`src/rtl/pwr_seq_pkg.sv`:
```
package pwr_seq_pkg;

  typedef enum logic [2:0] {
    ST_OPER   = 3'd0,
    ST_IDLE   = 3'd1,
    ST_SREF   = 3'd2,
    ST_STBY   = 3'd3,
    ST_SETTLE = 3'd4
  } pwr_state_e;

  typedef enum logic [1:0] {
    PM_RUN   = 2'd0,
    PM_STBY  = 2'd1,
    PM_RESET = 2'd2
  } pmode_e;

  localparam int NPERIPH = 11;

  localparam int P_UART    = 0;
  localparam int P_LCDFIFO = 1;
  localparam int P_LCD     = 2;
  localparam int P_ADC     = 3;
  localparam int P_SERIAL  = 4;
  localparam int P_CODEC   = 5;
  localparam int P_TIMER   = 6;
  localparam int P_DCDC    = 7;
  localparam int P_RTC     = 8;
  localparam int P_LED     = 9;
  localparam int P_INTC    = 10;

  // Peripherals that keep running in software Standby.
  localparam logic [NPERIPH-1:0] STBY_EN_MASK =
    (NPERIPH'(1) << P_RTC) | (NPERIPH'(1) << P_LED) | (NPERIPH'(1) << P_INTC);
  // Peripherals held in reset in software Standby.
  localparam logic [NPERIPH-1:0] STBY_RST_MASK = NPERIPH'(1) << P_LCDFIFO;
  // Only the RTC survives a hardware reset.
  localparam logic [NPERIPH-1:0] RESET_EN_MASK = NPERIPH'(1) << P_RTC;

endpackage

```
`src/rtl/pwr_wake_sync.sv`:
```
module pwr_wake_sync (
  input  logic clk_i,
  input  logic rst_n_i,
  input  logic wake_i,
  output logic edge_o
);
  logic s1_q, s2_q, s3_q;

  always_ff @(posedge clk_i or negedge rst_n_i) begin
    if (!rst_n_i) begin
      s1_q <= 1'b0;
      s2_q <= 1'b0;
      s3_q <= 1'b0;
    end else begin
      s1_q <= wake_i;
      s2_q <= s1_q;
      s3_q <= s2_q;
    end
  end

  assign edge_o = s2_q & ~s3_q;

  // A held level must give a single wake event.
  assert_single_pulse_R9: assert property (@(posedge clk_i) disable iff (!rst_n_i)
    edge_o |=> !edge_o);

endmodule

```
`src/rtl/pwr_down_counter.sv`:
```
module pwr_down_counter #(
  parameter int W = 4
) (
  input  logic         clk_i,
  input  logic         rst_n_i,
  input  logic         load_i,
  input  logic [W-1:0] load_val_i,
  input  logic         dec_i,
  output logic         zero_o
);
  logic [W-1:0] cnt_q;

  always_ff @(posedge clk_i or negedge rst_n_i) begin
    if (!rst_n_i)    cnt_q <= '0;
    else if (load_i) cnt_q <= load_val_i;
    else if (dec_i)  cnt_q <= cnt_q - 1'b1;
  end

  assign zero_o = (cnt_q == '0);

  // Timeout and settle windows must never wrap around.
  assert_no_underflow_R7: assert property (@(posedge clk_i) disable iff (!rst_n_i)
    (dec_i && !load_i) |-> !zero_o);

endmodule

```
`src/rtl/pwr_periph_map.sv`:
```
module pwr_periph_map
  import pwr_seq_pkg::*;
(
  input  pmode_e              mode_i,
  output logic [NPERIPH-1:0]  en_o,
  output logic [NPERIPH-1:0]  rst_o
);
  for (genvar i = 0; i < NPERIPH; i++) begin : g_bit
    logic en_b, rst_b;
    always_comb begin
      unique case (mode_i)
        PM_RUN:  begin en_b = 1'b1;            rst_b = 1'b0;              end
        PM_STBY: begin en_b = STBY_EN_MASK[i]; rst_b = STBY_RST_MASK[i];  end
        default: begin en_b = RESET_EN_MASK[i]; rst_b = !RESET_EN_MASK[i]; end
      endcase
    end
    assign en_o[i]  = en_b;
    assign rst_o[i] = rst_b;
  end
endmodule

```
`src/rtl/pwr_seq_ctrl.sv`:
```
module pwr_seq_ctrl
  import pwr_seq_pkg::*;
#(
  parameter int NIRQ     = 4,
  parameter int SETTLE_W = 4,
  parameter int SREF_TO  = 8
) (
  input  logic                clk_i,
  input  logic                por_n_i,
  input  logic                user_rst_i,
  input  logic                req_idle_i,
  input  logic                req_standby_i,
  input  logic                wake_i,
  input  logic [NIRQ-1:0]     irq_i,
  input  logic                dram_refresh_en_i,
  input  logic                selfref_ack_i,
  input  logic [SETTLE_W-1:0] settle_cnt_i,
  output logic                run_o,
  output logic                clk_en_o,
  output logic                cpu_clk_en_o,
  output logic [NPERIPH-1:0]  periph_en_o,
  output logic [NPERIPH-1:0]  periph_rst_o,
  output logic                bus_force_low_o,
  output logic                selfref_req_o,
  output logic                dram_en_o
);
  localparam int TO_W  = $clog2(SREF_TO + 1);
  localparam int CNT_W = (SETTLE_W > TO_W) ? SETTLE_W : TO_W;

  pwr_state_e state_q;
  logic       hw_entry_q;   // Standby entered by a hardware reset
  logic       sref_held_q;  // DRAM is parked in self-refresh
  logic       wake_edge, irq_any, stby_exit, cnt_zero;
  logic       cnt_load, cnt_dec;
  logic [CNT_W-1:0] cnt_val;
  pmode_e     pmode;

  assign irq_any   = |irq_i;
  assign stby_exit = wake_edge || (!hw_entry_q && irq_any);

  pwr_wake_sync u_wake (
    .clk_i   (clk_i),
    .rst_n_i (por_n_i),
    .wake_i  (wake_i),
    .edge_o  (wake_edge)
  );

  always_comb begin
    cnt_load = 1'b0;
    cnt_dec  = 1'b0;
    cnt_val  = CNT_W'(SREF_TO - 1);
    if (!user_rst_i) begin
      unique case (state_q)
        ST_OPER:   cnt_load = req_standby_i && dram_refresh_en_i;
        ST_SREF:   cnt_dec  = !selfref_ack_i && !cnt_zero;
        ST_STBY: begin
          cnt_load = stby_exit;
          cnt_val  = CNT_W'(settle_cnt_i);
        end
        ST_SETTLE: cnt_dec  = !cnt_zero;
        default: ;
      endcase
    end
  end

  pwr_down_counter #(.W(CNT_W)) u_cnt (
    .clk_i      (clk_i),
    .rst_n_i    (por_n_i),
    .load_i     (cnt_load),
    .load_val_i (cnt_val),
    .dec_i      (cnt_dec),
    .zero_o     (cnt_zero)
  );

  always_ff @(posedge clk_i or negedge por_n_i) begin
    if (!por_n_i) begin
      state_q     <= ST_STBY;
      hw_entry_q  <= 1'b1;
      sref_held_q <= 1'b0;
    end else if (user_rst_i) begin
      state_q     <= ST_STBY;
      hw_entry_q  <= 1'b1;
      sref_held_q <= 1'b1;
    end else begin
      unique case (state_q)
        ST_OPER: begin
          if (req_standby_i) begin
            hw_entry_q <= 1'b0;
            if (dram_refresh_en_i) begin
              state_q     <= ST_SREF;
              sref_held_q <= 1'b1;
            end else begin
              state_q <= ST_STBY;
            end
          end else if (req_idle_i) begin
            state_q <= ST_IDLE;
          end
        end
        ST_IDLE:   if (irq_any) state_q <= ST_OPER;
        ST_SREF:   if (selfref_ack_i || cnt_zero) state_q <= ST_STBY;
        ST_STBY:   if (stby_exit) state_q <= ST_SETTLE;
        ST_SETTLE: begin
          if (cnt_zero) begin
            state_q     <= ST_OPER;
            hw_entry_q  <= 1'b0;
            sref_held_q <= 1'b0;
          end
        end
        default:   state_q <= ST_STBY;
      endcase
    end
  end

  always_comb begin
    if (state_q == ST_STBY || state_q == ST_SETTLE)
      pmode = hw_entry_q ? PM_RESET : PM_STBY;
    else
      pmode = PM_RUN;
  end

  pwr_periph_map u_map (
    .mode_i (pmode),
    .en_o   (periph_en_o),
    .rst_o  (periph_rst_o)
  );

  assign run_o           = (state_q != ST_STBY);
  assign clk_en_o        = (state_q != ST_STBY);
  assign bus_force_low_o = (state_q == ST_STBY);
  assign cpu_clk_en_o    = (state_q == ST_OPER);
  assign selfref_req_o   = (state_q == ST_SREF) ||
                           (sref_held_q && (state_q == ST_STBY || state_q == ST_SETTLE));
  assign dram_en_o       = (state_q != ST_STBY) || sref_held_q;

  // Hardware-reset Standby ignores interrupts.
  assert_cold_irq_ignored_R2: assert property (@(posedge clk_i) disable iff (!por_n_i)
    (state_q == ST_STBY && hw_entry_q && !wake_edge && !user_rst_i) |=> state_q == ST_STBY);

  // Standby outputs agree with each other.
  assert_stby_outputs_R4: assert property (@(posedge clk_i) disable iff (!por_n_i)
    (bus_force_low_o == !run_o) && (run_o || !clk_en_o));

  // Self-refresh is requested while the clock still runs.
  assert_sref_first_R6: assert property (@(posedge clk_i) disable iff (!por_n_i)
    (state_q == ST_OPER && req_standby_i && dram_refresh_en_i && !user_rst_i)
      |=> (clk_en_o && selfref_req_o));

  // No Idle while a standby sequence is running.
  assert_idle_blocked_R11: assert property (@(posedge clk_i) disable iff (!por_n_i)
    (state_q == ST_SREF) |=> state_q != ST_IDLE);

  // Standby beats Idle.
  assert_standby_prio_R12: assert property (@(posedge clk_i) disable iff (!por_n_i)
    (state_q == ST_OPER && req_standby_i && !user_rst_i) |=> !cpu_clk_en_o && state_q != ST_IDLE);

endmodule

```
`config.mk`:
```
export PLATFORM = sky130hd
export DESIGN_NAME = pwr_seq_ctrl
export DESIGN_NICKNAME = d
export VERILOG_FILES = /design/src/rtl/pwr_seq_pkg.sv /design/src/rtl/pwr_wake_sync.sv /design/src/rtl/pwr_down_counter.sv /design/src/rtl/pwr_periph_map.sv /design/src/rtl/pwr_seq_ctrl.sv
export SDC_FILE = /design/constraint.sdc
export NUM_CORES = 1
export LEC_CHECK = 0
export BUFFER_PORTS_ARGS = -buffer_cell sky130_fd_sc_hd__buf_2
export CORE_ASPECT_RATIO = 0.7
export CORE_UTILIZATION = 37
export DETAILED_ROUTE_END_ITERATION = 7
export GPL_TIMING_DRIVEN = 0
export PLACE_DENSITY = 0.75
export SYNTH_ARGS = -nofsm -noshare
export SYNTH_HDL_FRONTEND = slang
export SYNTH_HIERARCHICAL = 1
export SYNTH_SLANG_ARGS = --single-unit
```
`constraint.sdc`:
```
create_clock -name clk_i -period 1.84 [get_ports clk_i]
set_input_delay 0.368 -clock clk_i [delete_from_list [all_inputs] [get_ports clk_i]]
set_output_delay 0.368 -clock clk_i [all_outputs]
set_load 0.005 [all_outputs]
```
==> flow_summary.ini <==
[placement]
dp_hpwl_microns = 1703
place_ws_ns = -0.3110
place.gp.congestion = 0.8612
io_buffers = 40
placed_cell_area_sq_mm = 0.001240

[detailed_routing]
firstDrtPassIters = 4
drt_iter0_markers = 104
wl_per_cell_microns = 17.03
drcViolationCount = 0
totalWireLength_microns = 3491
postRouteAntennaNets = 0
vias_per_cell = 5.044
vias = 1034

[synthesis]
synthXorXnorAreaFrac = 0.02720
syn_area_sq_um = 965.9
synthAdderAreaFrac = 0.01295
synth-simple-area-share = 0.2500
synthesis.instances = 114
ys_seq_area_frac = 0.3148
muxShareOfSynthArea = 0.03497
synth_top_family_by_area = simple AND/OR/NAND/NOR gates
async_reset_ff_frac = 1.000
ys_warn_count = 6
ys_types = 36
yosys_most_used_dff = dfrtp_1
ys_ff_latch = 12
syn_nets = 131
synth_compound_area_frac = 0.1334
syn_area_per_cell_sq_um = 8.473
synth_edf_count = 0

[floorplan]
start_util = 0.3929
die_area_sq_mm = 0.002822
die_h_microns = 44.75
die_w_microns = 63.07
rows = 15
core_sq_mm = 0.002459
io_pins = 44

[worst_setup_path]
r2r_start = u_cnt/cnt_q[0]$_DFFE_PN0P_
crit_slowest_cell = dfstp_2
crit_arrival_ns = 1.75
crit_type = flop to output port
r2r_cells = 8
cp.required_ns = 1.47
start_kind = flop
rr_endpoint = u_cnt/cnt_q[3]$_DFFE_PN0P_
regToRegSetupSlack_ns = -0.12
critPathBufInv = 3
worstPathMaxFanout = 5
crit_family = flip-flops
crit_chain = nor2b_4, and2_4, a21oi_4, nor2_4, clkbuf_8, buf_4, buf_6
cpPeakStageDelay_ns = 0.58
cp-end-kind = output port

[timing]
fin_crit_ns = 2.122
fin_skew_ns = 0.005032
setup_violations = 26
fin_ws_ns = -0.2822
hold_viol = 0
rsz0062_at_grt = true
fin_crit_sh = 1.153
finalSetupTns_ns = -5.455
fmax_ghz = 0.4712
whs_ns = 0.2302
maxSlewViolCount = 0

[worst_hold_path]
hp-start = wake_i
hold_depth = 1
hold_end = u_wake/s1_q$_DFF_PN0_
hp-class = input port to flop

[cts]
path_clk_slew_ns = 0.05
cts_tree = done
cts_root_buffer = clkbuf_8
cts_sinks = 12
clock_latency_ns = 0.25
max-clock-path-buffers = 2
cts_made_buffers = 3
cts-htree-levels = 1

[pwr]
vdd_drop_max_uv = 976.5
p_int_uw = 2571
clkPwrFrac = 0.074
p_leak_uw = 0.0007858
power.switching_uw = 1456
switching_share = 0.3615
power_frac_seq = 0.120
p_comb_frac = 0.806
powerDensity_mw_per_mm2 = 2418

[finish]
nNetsFinal = 189
nFillCells = 166
drive_above_1_share = 0.6491
diodes = 0
area.sequential_sq_um = 305.3
fin_area_sq_mm = 0.001665
multi_input_area_sq_um = 565.5
area_growth_pct = 72.41
fin_util = 0.6774

[global_route]
grt.total_usage = 0.2104
first_global_vias = 905
grt_max_degree = 13
antenna_found_initial = 0
grt_first_pass_wirelength_microns = 4374
overflow = 0

[run]
maxCapViolCount = 0

[status]
violations = negative setup slack
outcome = complete, but fails checks
==> routing by layer <==
| metal | global-route usage | part of all wire |
|---|---|---|
| met5 | 0 | 0 |
| met2 | 0.3634 | 0.50 |
| met3 | 0.04040 | 0.058 |
| met4 | 0.08372 | 0.035 |
| met1 | 0.2657 | 0.41 |
==> state kept, by name, summed over array words and instances, names as in the netlist <==
register	cells
u_wake/s2_q	1
sref_held_q	1
u_cnt/cnt_q	4
state_q	3
u_wake/s1_q	1
u_wake/s3_q	1
hw_entry_q	1
==> synthesized netlist by cell type, types with 2 or more instances <==
cell type  instances  area share
nand2_1            9       0.035
nor2_1             8       0.031
nand3_1            2       0.010
nor2b_1            2       0.013
a21o_1             2       0.016
or3_1              4       0.026
mux2_2             3       0.035
a21oi_1            5       0.026
o21ai_0            5       0.026
nor3_1             2       0.010
buf_4             23        0.18
inv_1              6       0.023
xor2_1             2       0.018
and2_1             2       0.013
conb_1             2      0.0078
nand2b_1           3       0.019
nor3b_1            3       0.023
dfstp_2            3       0.082
clkbuf_1           3       0.012
dfrtp_1            9        0.23
==> placed cells by master (no fill, tap or decap), types with 4 or more instances in the layout <==
cell type	count
dfrtp_1	8
buf_4	23
clkbuf_8	6
nand2_1	9
inv_1	4
buf_2	23
buf_6	30
==> power by group through the flow <==
stage / Combinational [uW] / Sequential, uW / Clock [uW]
finish: 3240 / 482 / 299
global route: 3410 / 487 / 323
CTS: 2710 / 474 / 297
detailed placement: 1890 / 500 / 0
global placement: 1830 / 490 / 0
floorplan: 1290 / 468 / 0
==> timing repair <==
item	4_1_cts	5_1_grt
pin swaps	6	6
setup buffers	9	5
cloned	1	0
hold buffers	1	0
setup endpoints to repair	25	29
gates resized for setup	38	20
endpoints found under the hold margin	2	0
==> worst register-to-register path: stages (launching register included) <==
cell	delay (ns)
dfrtp_1	0.38
inv_2	0.07
ha_4	0.17
nor3b_4	0.15
or3_4	0.36
nor2_4	0.11
nor4b_4	0.21
xor2_1	0.10
mux2_2	0.28
==> kinds of logic (layout without fill, tap and decap cells) <==
logic type / Yosys count / count (layout)
adder cells (fa/ha/maj): 1 / 1
AO/OA/AOI/OAI: 20 / 20
buffers and inverters: 33 / 90
flip-flops: 12 / 12
other: 2 / 2
XOR/XNOR: 3 / 3
multiplexers: 3 / 3
AND/OR/NAND/NOR: 40 / 40
==> layout make-up <==
| cell class | instances | area share |
|---|---|---|
| Tap cell | 34 | 0.02554 |
| Sequential cell | 12 | 0.1833 |
| Multi-Input combinational cell | 69 | 0.3396 |
| Clock buffer | 4 | 0.03306 |
| Timing Repair Buffer | 55 | 0.2675 |
| Buffer | 25 | 0.1352 |
| Inverter | 6 | 0.01578 |
==> how the worst max path moves through the flow <==
stage	end	from	depth (start not counted)	slack (ns)
2_1_floorplan	u_cnt/cnt_q[3]$_DFFE_PN0P_	u_cnt/cnt_q[0]$_DFFE_PN0P_	8	-0.10
3_3_place_gp	periph_rst_o[2]	state_q[0]$_DFFE_PN1P_	8	-0.27
3_5_place_dp	periph_rst_o[4]	state_q[0]$_DFFE_PN1P_	8	-0.31
4_1_cts	periph_rst_o[4]	state_q[0]$_DFFE_PN1P_	7	-0.24
5_1_grt	periph_rst_o[7]	state_q[0]$_DFFE_PN1P_	7	-0.33
6_report	periph_rst_o[5]	state_q[0]$_DFFE_PN1P_	7	-0.28
==> stage by stage <==
stage | total power (uW) | instances
finish | 4026 | 205
detailed placement | 2386 | 188
global placement | 2322 | 188
floorplan | 1753 | 114
CTS | 3479 | 201
global route | 4217 | 205
Note: power is estimated with default switching activity, not from simulation.
